**src/rtl/cvgen_pkg.sv**
```systemverilog
package cvgen_pkg;

    typedef enum logic [2:0] {
        H_SYNC,
        H_GAP,
        H_BURST,
        H_BACK,
        H_ACTIVE,
        H_FRONT
    } hstate_e;

    typedef enum logic [1:0] {
        V_SYNC,
        V_BLANK,
        V_PICTURE
    } vphase_e;

endpackage

```
**src/rtl/cv_line_fsm.sv**
```systemverilog
module cv_line_fsm
    import cvgen_pkg::*;
#(
    parameter int LINE_CLKS   = 3640,
    parameter int HSYNC_CLKS  = 269,
    parameter int GAP_CLKS    = 38,
    parameter int BURST_CLKS  = 144,
    parameter int BACK_CLKS   = 89,
    parameter int ACTIVE_CLKS = 2960,
    parameter int PIX_DIV     = 4,
    parameter int HW          = $clog2(LINE_CLKS)
) (
    input  logic          clk,
    input  logic          rst,
    output logic [HW-1:0] hcnt,
    output logic          line_end,
    output logic          in_hsync,
    output logic          in_burst,
    output logic          in_active,
    output logic          pix_slot
);

    localparam int DW = (PIX_DIV > 1) ? $clog2(PIX_DIV) : 1;
    localparam int E_SYNC   = HSYNC_CLKS - 1;
    localparam int E_GAP    = HSYNC_CLKS + GAP_CLKS - 1;
    localparam int E_BURST  = E_GAP + BURST_CLKS;
    localparam int E_BACK   = E_BURST + BACK_CLKS;
    localparam int E_ACTIVE = E_BACK + ACTIVE_CLKS;
    localparam logic [HW-1:0] K_SYNC   = HW'(E_SYNC);
    localparam logic [HW-1:0] K_GAP    = HW'(E_GAP);
    localparam logic [HW-1:0] K_BURST  = HW'(E_BURST);
    localparam logic [HW-1:0] K_BACK   = HW'(E_BACK);
    localparam logic [HW-1:0] K_ACTIVE = HW'(E_ACTIVE);
    localparam logic [HW-1:0] K_LAST   = HW'(LINE_CLKS - 1);
    localparam logic [DW-1:0] K_DLAST  = DW'(PIX_DIV - 1);

    hstate_e       state, nstate;
    logic [DW-1:0] pdiv;

    // state register and counters
    always_ff @(posedge clk) begin
        if (rst) begin
            state <= H_SYNC;
            hcnt  <= '0;
            pdiv  <= '0;
        end else begin
            state <= nstate;
            hcnt  <= (hcnt == K_LAST) ? '0 : hcnt + 1'b1;
            if (state == H_ACTIVE && pdiv != K_DLAST)
                pdiv <= pdiv + 1'b1;
            else
                pdiv <= '0;
        end
    end

    // transitions at the last clock of each segment
    always_comb begin
        nstate = state;
        unique case (state)
            H_SYNC:   if (hcnt == K_SYNC)   nstate = H_GAP;
            H_GAP:    if (hcnt == K_GAP)    nstate = H_BURST;
            H_BURST:  if (hcnt == K_BURST)  nstate = H_BACK;
            H_BACK:   if (hcnt == K_BACK)   nstate = H_ACTIVE;
            H_ACTIVE: if (hcnt == K_ACTIVE) nstate = H_FRONT;
            H_FRONT:  if (hcnt == K_LAST)   nstate = H_SYNC;
            default:                        nstate = H_SYNC;
        endcase
    end

    // decoded outputs
    always_comb begin
        line_end  = (hcnt == K_LAST);
        in_hsync  = (state == H_SYNC);
        in_burst  = (state == H_BURST);
        in_active = (state == H_ACTIVE);
        pix_slot  = (state == H_ACTIVE) && (pdiv == '0);
    end

endmodule

```
**src/rtl/cv_field_seq.sv**
```systemverilog
module cv_field_seq
    import cvgen_pkg::*;
#(
    parameter int LINE_CLKS    = 3640,
    parameter int LINES        = 525,
    parameter int VSYNC_LINES  = 3,
    parameter int VBLANK_LINES = 20,
    parameter int HW           = $clog2(LINE_CLKS)
) (
    input  logic          clk,
    input  logic          rst,
    input  logic          line_end,
    input  logic [HW-1:0] hcnt,
    output vphase_e       vphase
);

    localparam int LW  = $clog2(LINES);
    localparam int MID = (LINES - 1) / 2;
    localparam logic [LW-1:0] K_LAST  = LW'(LINES - 1);
    localparam logic [LW-1:0] K_MID   = LW'(MID);
    localparam logic [LW-1:0] K_VS1   = LW'(VSYNC_LINES);
    localparam logic [LW-1:0] K_VS2E  = LW'(MID + VSYNC_LINES);
    localparam logic [LW-1:0] K_VB1   = LW'(VBLANK_LINES);
    localparam logic [LW-1:0] K_VB2E  = LW'(MID + VBLANK_LINES);
    localparam logic [HW-1:0] K_HALF  = HW'(LINE_CLKS / 2);

    logic [LW-1:0] line;
    logic          second_half;
    logic          vs_f1, vs_f2, blank;

    always_ff @(posedge clk) begin
        if (rst)
            line <= '0;
        else if (line_end)
            line <= (line == K_LAST) ? '0 : line + 1'b1;
    end

    always_comb begin
        second_half = (hcnt >= K_HALF);
        vs_f1 = (line < K_VS1);
        vs_f2 = (line == K_MID && second_half)
             || (line > K_MID && line < K_VS2E)
             || (line == K_VS2E && !second_half);
        blank = (line < K_VB1) || (line >= K_MID && line <= K_VB2E);
        if (vs_f1 || vs_f2)
            vphase = V_SYNC;
        else if (blank)
            vphase = V_BLANK;
        else
            vphase = V_PICTURE;
    end

endmodule

```
**src/rtl/cv_pixel_latch.sv**
```systemverilog
module cv_pixel_latch #(
    parameter int LUMA_W   = 4,
    parameter int CHROMA_W = 4
) (
    input  logic                       clk,
    input  logic                       rst,
    input  logic                       load,
    input  logic                       show_next,
    input  logic [LUMA_W+CHROMA_W-1:0] code_in,
    output logic [LUMA_W-1:0]          luma,
    output logic [CHROMA_W-1:0]        chroma_sel,
    output logic                       show
);

    logic [LUMA_W+CHROMA_W-1:0] code_q;

    always_ff @(posedge clk) begin
        if (rst) begin
            code_q <= '0;
            show   <= 1'b0;
        end else begin
            if (load)
                code_q <= code_in;
            show <= show_next;
        end
    end

    always_comb begin
        luma       = show ? code_q[LUMA_W+CHROMA_W-1:CHROMA_W] : '0;
        chroma_sel = show ? code_q[CHROMA_W-1:0] : '0;
    end

endmodule

```
**src/rtl/cv_chroma_phase.sv**
```systemverilog
module cv_chroma_phase #(
    parameter int PH_BITS = 4
) (
    input  logic               clk,
    input  logic               rst,
    input  logic [PH_BITS-1:0] sel,
    output logic               wave
);

    logic [PH_BITS-1:0] phase;
    logic [PH_BITS-1:0] delayed;

    always_ff @(posedge clk) begin
        if (rst)
            phase <= '0;
        else
            phase <= phase + 1'b1;
    end

    always_comb begin
        delayed = phase - sel;
        wave    = (sel != '0) && !delayed[PH_BITS-1];
    end

endmodule

```
**src/rtl/composite_timing_gen.sv**
```systemverilog
module composite_timing_gen
    import cvgen_pkg::*;
#(
    parameter int LINE_CLKS    = 3640,
    parameter int HSYNC_CLKS   = 269,
    parameter int GAP_CLKS     = 38,
    parameter int BURST_CLKS   = 144,
    parameter int BACK_CLKS    = 89,
    parameter int ACTIVE_CLKS  = 2960,
    parameter int PIX_DIV      = 4,
    parameter int LINES        = 525,
    parameter int VSYNC_LINES  = 3,
    parameter int VBLANK_LINES = 20,
    parameter int LUMA_W       = 4,
    parameter int PH_BITS      = 4
) (
    input  logic                      clk,
    input  logic                      rst,
    input  logic [LUMA_W+PH_BITS-1:0] color_code,
    output logic                      pix_req,
    output logic [LUMA_W-1:0]         luma,
    output logic                      chroma,
    output logic                      csync_n,
    output logic                      burst_en
);

    localparam int HW = $clog2(LINE_CLKS);

    logic [HW-1:0]      hcnt;
    logic               line_end, in_hsync, in_burst, in_active, pix_slot;
    vphase_e            vphase;
    logic [PH_BITS-1:0] chroma_sel;
    logic               show, in_vsync, picture;

    cv_line_fsm #(
        .LINE_CLKS(LINE_CLKS), .HSYNC_CLKS(HSYNC_CLKS), .GAP_CLKS(GAP_CLKS),
        .BURST_CLKS(BURST_CLKS), .BACK_CLKS(BACK_CLKS),
        .ACTIVE_CLKS(ACTIVE_CLKS), .PIX_DIV(PIX_DIV), .HW(HW)
    ) u_line (
        .clk(clk), .rst(rst), .hcnt(hcnt), .line_end(line_end),
        .in_hsync(in_hsync), .in_burst(in_burst), .in_active(in_active),
        .pix_slot(pix_slot)
    );

    cv_field_seq #(
        .LINE_CLKS(LINE_CLKS), .LINES(LINES), .VSYNC_LINES(VSYNC_LINES),
        .VBLANK_LINES(VBLANK_LINES), .HW(HW)
    ) u_field (
        .clk(clk), .rst(rst), .line_end(line_end), .hcnt(hcnt),
        .vphase(vphase)
    );

    cv_pixel_latch #(
        .LUMA_W(LUMA_W), .CHROMA_W(PH_BITS)
    ) u_pix (
        .clk(clk), .rst(rst), .load(pix_req),
        .show_next(in_active && picture), .code_in(color_code),
        .luma(luma), .chroma_sel(chroma_sel), .show(show)
    );

    cv_chroma_phase #(
        .PH_BITS(PH_BITS)
    ) u_phase (
        .clk(clk), .rst(rst), .sel(chroma_sel), .wave(chroma)
    );

    always_comb begin
        in_vsync = (vphase == V_SYNC);
        picture  = (vphase == V_PICTURE);
        csync_n  = !(in_hsync || in_vsync);
        burst_en = in_burst && !in_vsync;
        pix_req  = pix_slot && picture;
    end

endmodule

```
**config.mk**
```make
export PLATFORM = sky130hd
export DESIGN_NAME = composite_timing_gen
export DESIGN_NICKNAME = d
export VERILOG_FILES = /design/src/rtl/cvgen_pkg.sv /design/src/rtl/cv_line_fsm.sv /design/src/rtl/cv_field_seq.sv /design/src/rtl/cv_pixel_latch.sv /design/src/rtl/cv_chroma_phase.sv /design/src/rtl/composite_timing_gen.sv
export SDC_FILE = /design/constraint.sdc
export NUM_CORES = 1
export LEC_CHECK = 0
export BUFFER_PORTS_ARGS = -buffer_cell sky130_fd_sc_hd__buf_2
export CORE_MARGIN = 3
export CORE_UTILIZATION = 45
export DETAILED_ROUTE_END_ITERATION = 16
export PLACE_DENSITY_LB_ADDON = 0.2
export SLEW_MARGIN = 0
export SYNTH_ARGS = -nofsm -noshare
export SYNTH_HDL_FRONTEND = slang
export SYNTH_SLANG_ARGS = --single-unit
export TNS_END_PERCENT = 1
```
**constraint.sdc**
```tcl
create_clock -name clk -period 2.5 [get_ports clk]
set_input_delay 0.125 -clock clk [delete_from_list [all_inputs] [get_ports clk]]
set_output_delay 0.125 -clock clk [all_outputs]
set_load 0.005 [all_outputs]
```
==> results.toml <==
[outcome]
status = "complete, no violations"

[logic_synthesis]
ys_seq_elements = 40
synth-seq-area-share = 0.346
async_flop_share = 0
syn-cell-area_sq_mm = 0.00232
synth_top_family_by_area = "simple AND/OR/NAND/NOR gates"
synth_xor_area_frac = 0.0643
ys_warn_count = 0
synthCells = 266
muxShareOfSynthArea = 0.0573
synthSimpleGateAreaFrac = 0.328
synth_fa_ha_area_frac = 0.0702
synth-compound-area-share = 0.0854
syn_avg_cell_area_sq_um = 8.71
synth_nets = 289
synthDistinctLibCells = 55
synth_ff_type = "dfxtp_1"
synth_edf_count = 0

[final_layout]
nets = 298
layoutNonFillerInstCount = 343
utilization = 0.518
drive_gt1_frac = 0.123
fillCellCount = 457
area_growth_pct = 8.37
n_antenna_cell = 0

[clock_tree]
htree_levels = 2
cts_tree = "built"
insertion_delay_ns = 0.28
cts_setup_buffers = 0
clock-root-buffer = "clkbuf_8"
clock_sinks = 40
path_clk_slew_ns = 0.08
clock_path_buffers = 2
cts_buffers = 5
cts_resized = 0
ctsHoldBuffers = 0

[power]
power_density_mw_per_mm2 = 477
peakVddDrop_mv = 0.236
p_total_mw = 1.20
p_leak_nw = 0.971

[timing]
slew_violations = 0
skew_ns = 0.00464
rsz0062_at_grt = "false"
fin_crit_ns = 2.16
tightest_slew_ns = 0.600
layout_worst_path_cycle_share = 0.866
max_freq_ghz = 0.462
fin_tns_setup_ns = 0
timing.final.ws_setup_ns = 0.336
finalHoldViolations = 0
relSlewSlack = 0.597
setup_viol = 0

[floorplanning]
fp.dieW_um = 77.7
row_count = 25
die_area_sq_mm = 0.00604
initial_core_util = 0.478
ios = 18
die_h_um = 77.7
fp.coreArea_sq_mm = 0.00485

[grt]
grt_usage = 0.151
antenna_found_initial = 0
grt_start_max_net_pins = 33
grt_pass1_vias = 1651
grt_first_pass_wirelength_um = 7590
grt.overflow.total = 0

[critical_path]
required_ns = 2.38
path_class = "reg2out"
cp-end-kind = "output pin"
r2r_slack_ns = 0.52
cp_data_arrival_time_ns = 2.04
cp-start-kind = "register"
critical_path_peak_fanout = 10

[detailed_routing]
firstDrtPassIters = 4
vias = 1774
final_antenna_net_count = 0
first_iter_violations = 77
routedWlPerCell_um = 12.7
drc = 0
wl_um = 4360
vias_per_cell = 5.17

[min_path]
hold_path_class = "in2reg"

[placement]
place_ws_ns = 0.578
gp_congestion = 0.799
io_buffers = 17
hpwl_um = 3120
place_inst = 335

[run]
cap_violations = 0
[final timing paths]
kind,from,endpoint,cells past startpoint
setup / recovery,u_line.hcnt[2]$_SDFF_PP0_,burst_en,6
hold / removal,color_code[0],u_pix.code_q[0]$_SDFFE_PP0P_,3
setup reg to reg,u_line.hcnt[1]$_SDFF_PP0_,u_line.state[1]$_SDFFE_PP0P_,6
hold reg to reg,u_phase.phase[0]$_SDFF_PP0_,u_phase.phase[0]$_SDFF_PP0_,1
[cell usage in the layout, fill, tap and decap left out, types with 6 or more instances in the layout]
master and instances:
a21oi_1 6, and2_1 7, buf_2 17, clkbuf_8 6, dfxtp_1 40, ha_1 13
inv_1 9, mux2i_1 11, nand2_1 20, nand2b_1 16, nand3_1 10, nor2_1 27
nor2b_1 8, nor3_1 6, xnor2_1 9, xor2_1 8
[critical path: stages (launching register included)]
cell and delay [ns]:
dfxtp_1 0.52, nand3_1 0.12, a21oi_1 0.19, mux2_2 0.36, a311oi_1 0.33, nor3b_1 0.10, buf_2 0.14
[state kept, by name (all words and copies together) (netlist names)]
signal and cells:
u_field.line 10, u_line.hcnt 12, u_line.pdiv 2, u_line.state 3
u_phase.phase 4, u_pix.code_q 8, u_pix.show 1
[final cells by class]
cell class                 count  area (sq um)  area share
tap                           67          83.8      0.0334
clock buffer                   6          82.6      0.0329
multi-input combinational    201          1400       0.558
inverter                       9          33.8      0.0135
timing repair buffer          18          92.6      0.0369
clock inverter                 2          15.0     0.00598
sequential                    40           801       0.319
[power by group]
group	total [mW]	switching (mW)	internal [mW]	leakage (nW)
clock network	0.446	0.222	0.223	0.0434
logic	0.0846	0.0432	0.0413	0.604
registers	0.666	0.0177	0.648	0.323
[cell usage after synthesis, types with 3 or more instances]
cell / count / area [sq um]
dfxtp_1: 40 / 801
nor3_1: 6 / 30.0
inv_1: 9 / 33.8
ha_1: 13 / 163
nand3_1: 10 / 50.1
buf_4: 3 / 22.5
nor2_1: 27 / 101
xnor2_1: 9 / 78.8
and4b_1: 3 / 30.0
mux2i_1: 11 / 110
a21o_1: 3 / 22.5
and2_1: 7 / 43.8
nand2_1: 20 / 75.1
a21oi_1: 6 / 30.0
o21ai_0: 5 / 25.0
nor3b_1: 3 / 22.5
or3_1: 4 / 25.0
nand2b_1: 16 / 100
buf_2: 6 / 30.0
and3_1: 5 / 31.3
nor2b_1: 8 / 50.1
xor2_1: 8 / 70.1
and4_1: 3 / 26.3
clkbuf_1: 5 / 18.8
[routing by layer]
layer  track usage  wire (um)  up-vias
met1         0.210       2270      806
met5             0          0        -
li1              -          -      938
met2         0.233       1900       28
met4        0.0374         25        0
met3        0.0394        177        2
[metrics by stage]
stage,cell area (sq um),hold slack (ns)
finish,2510,0.0935
global route,2510,0.0983
CTS,2510,0.0873
detailed placement,2410,0.394
global placement,2410,0.387
floorplan,2320,0.267
[cell families (layout without fill, tap and decap cells)]
logic type | after synthesis | count (layout)
DFF | 40 | 40
adders and majority gates | 13 | 13
muxes | 13 | 13
AOI/OAI and AO/OA | 28 | 28
xor gates and xnor gates | 17 | 17
and+or+nand+nor | 130 | 130
buffers and inverters | 25 | 35
(Power assumes the default switching activity.)
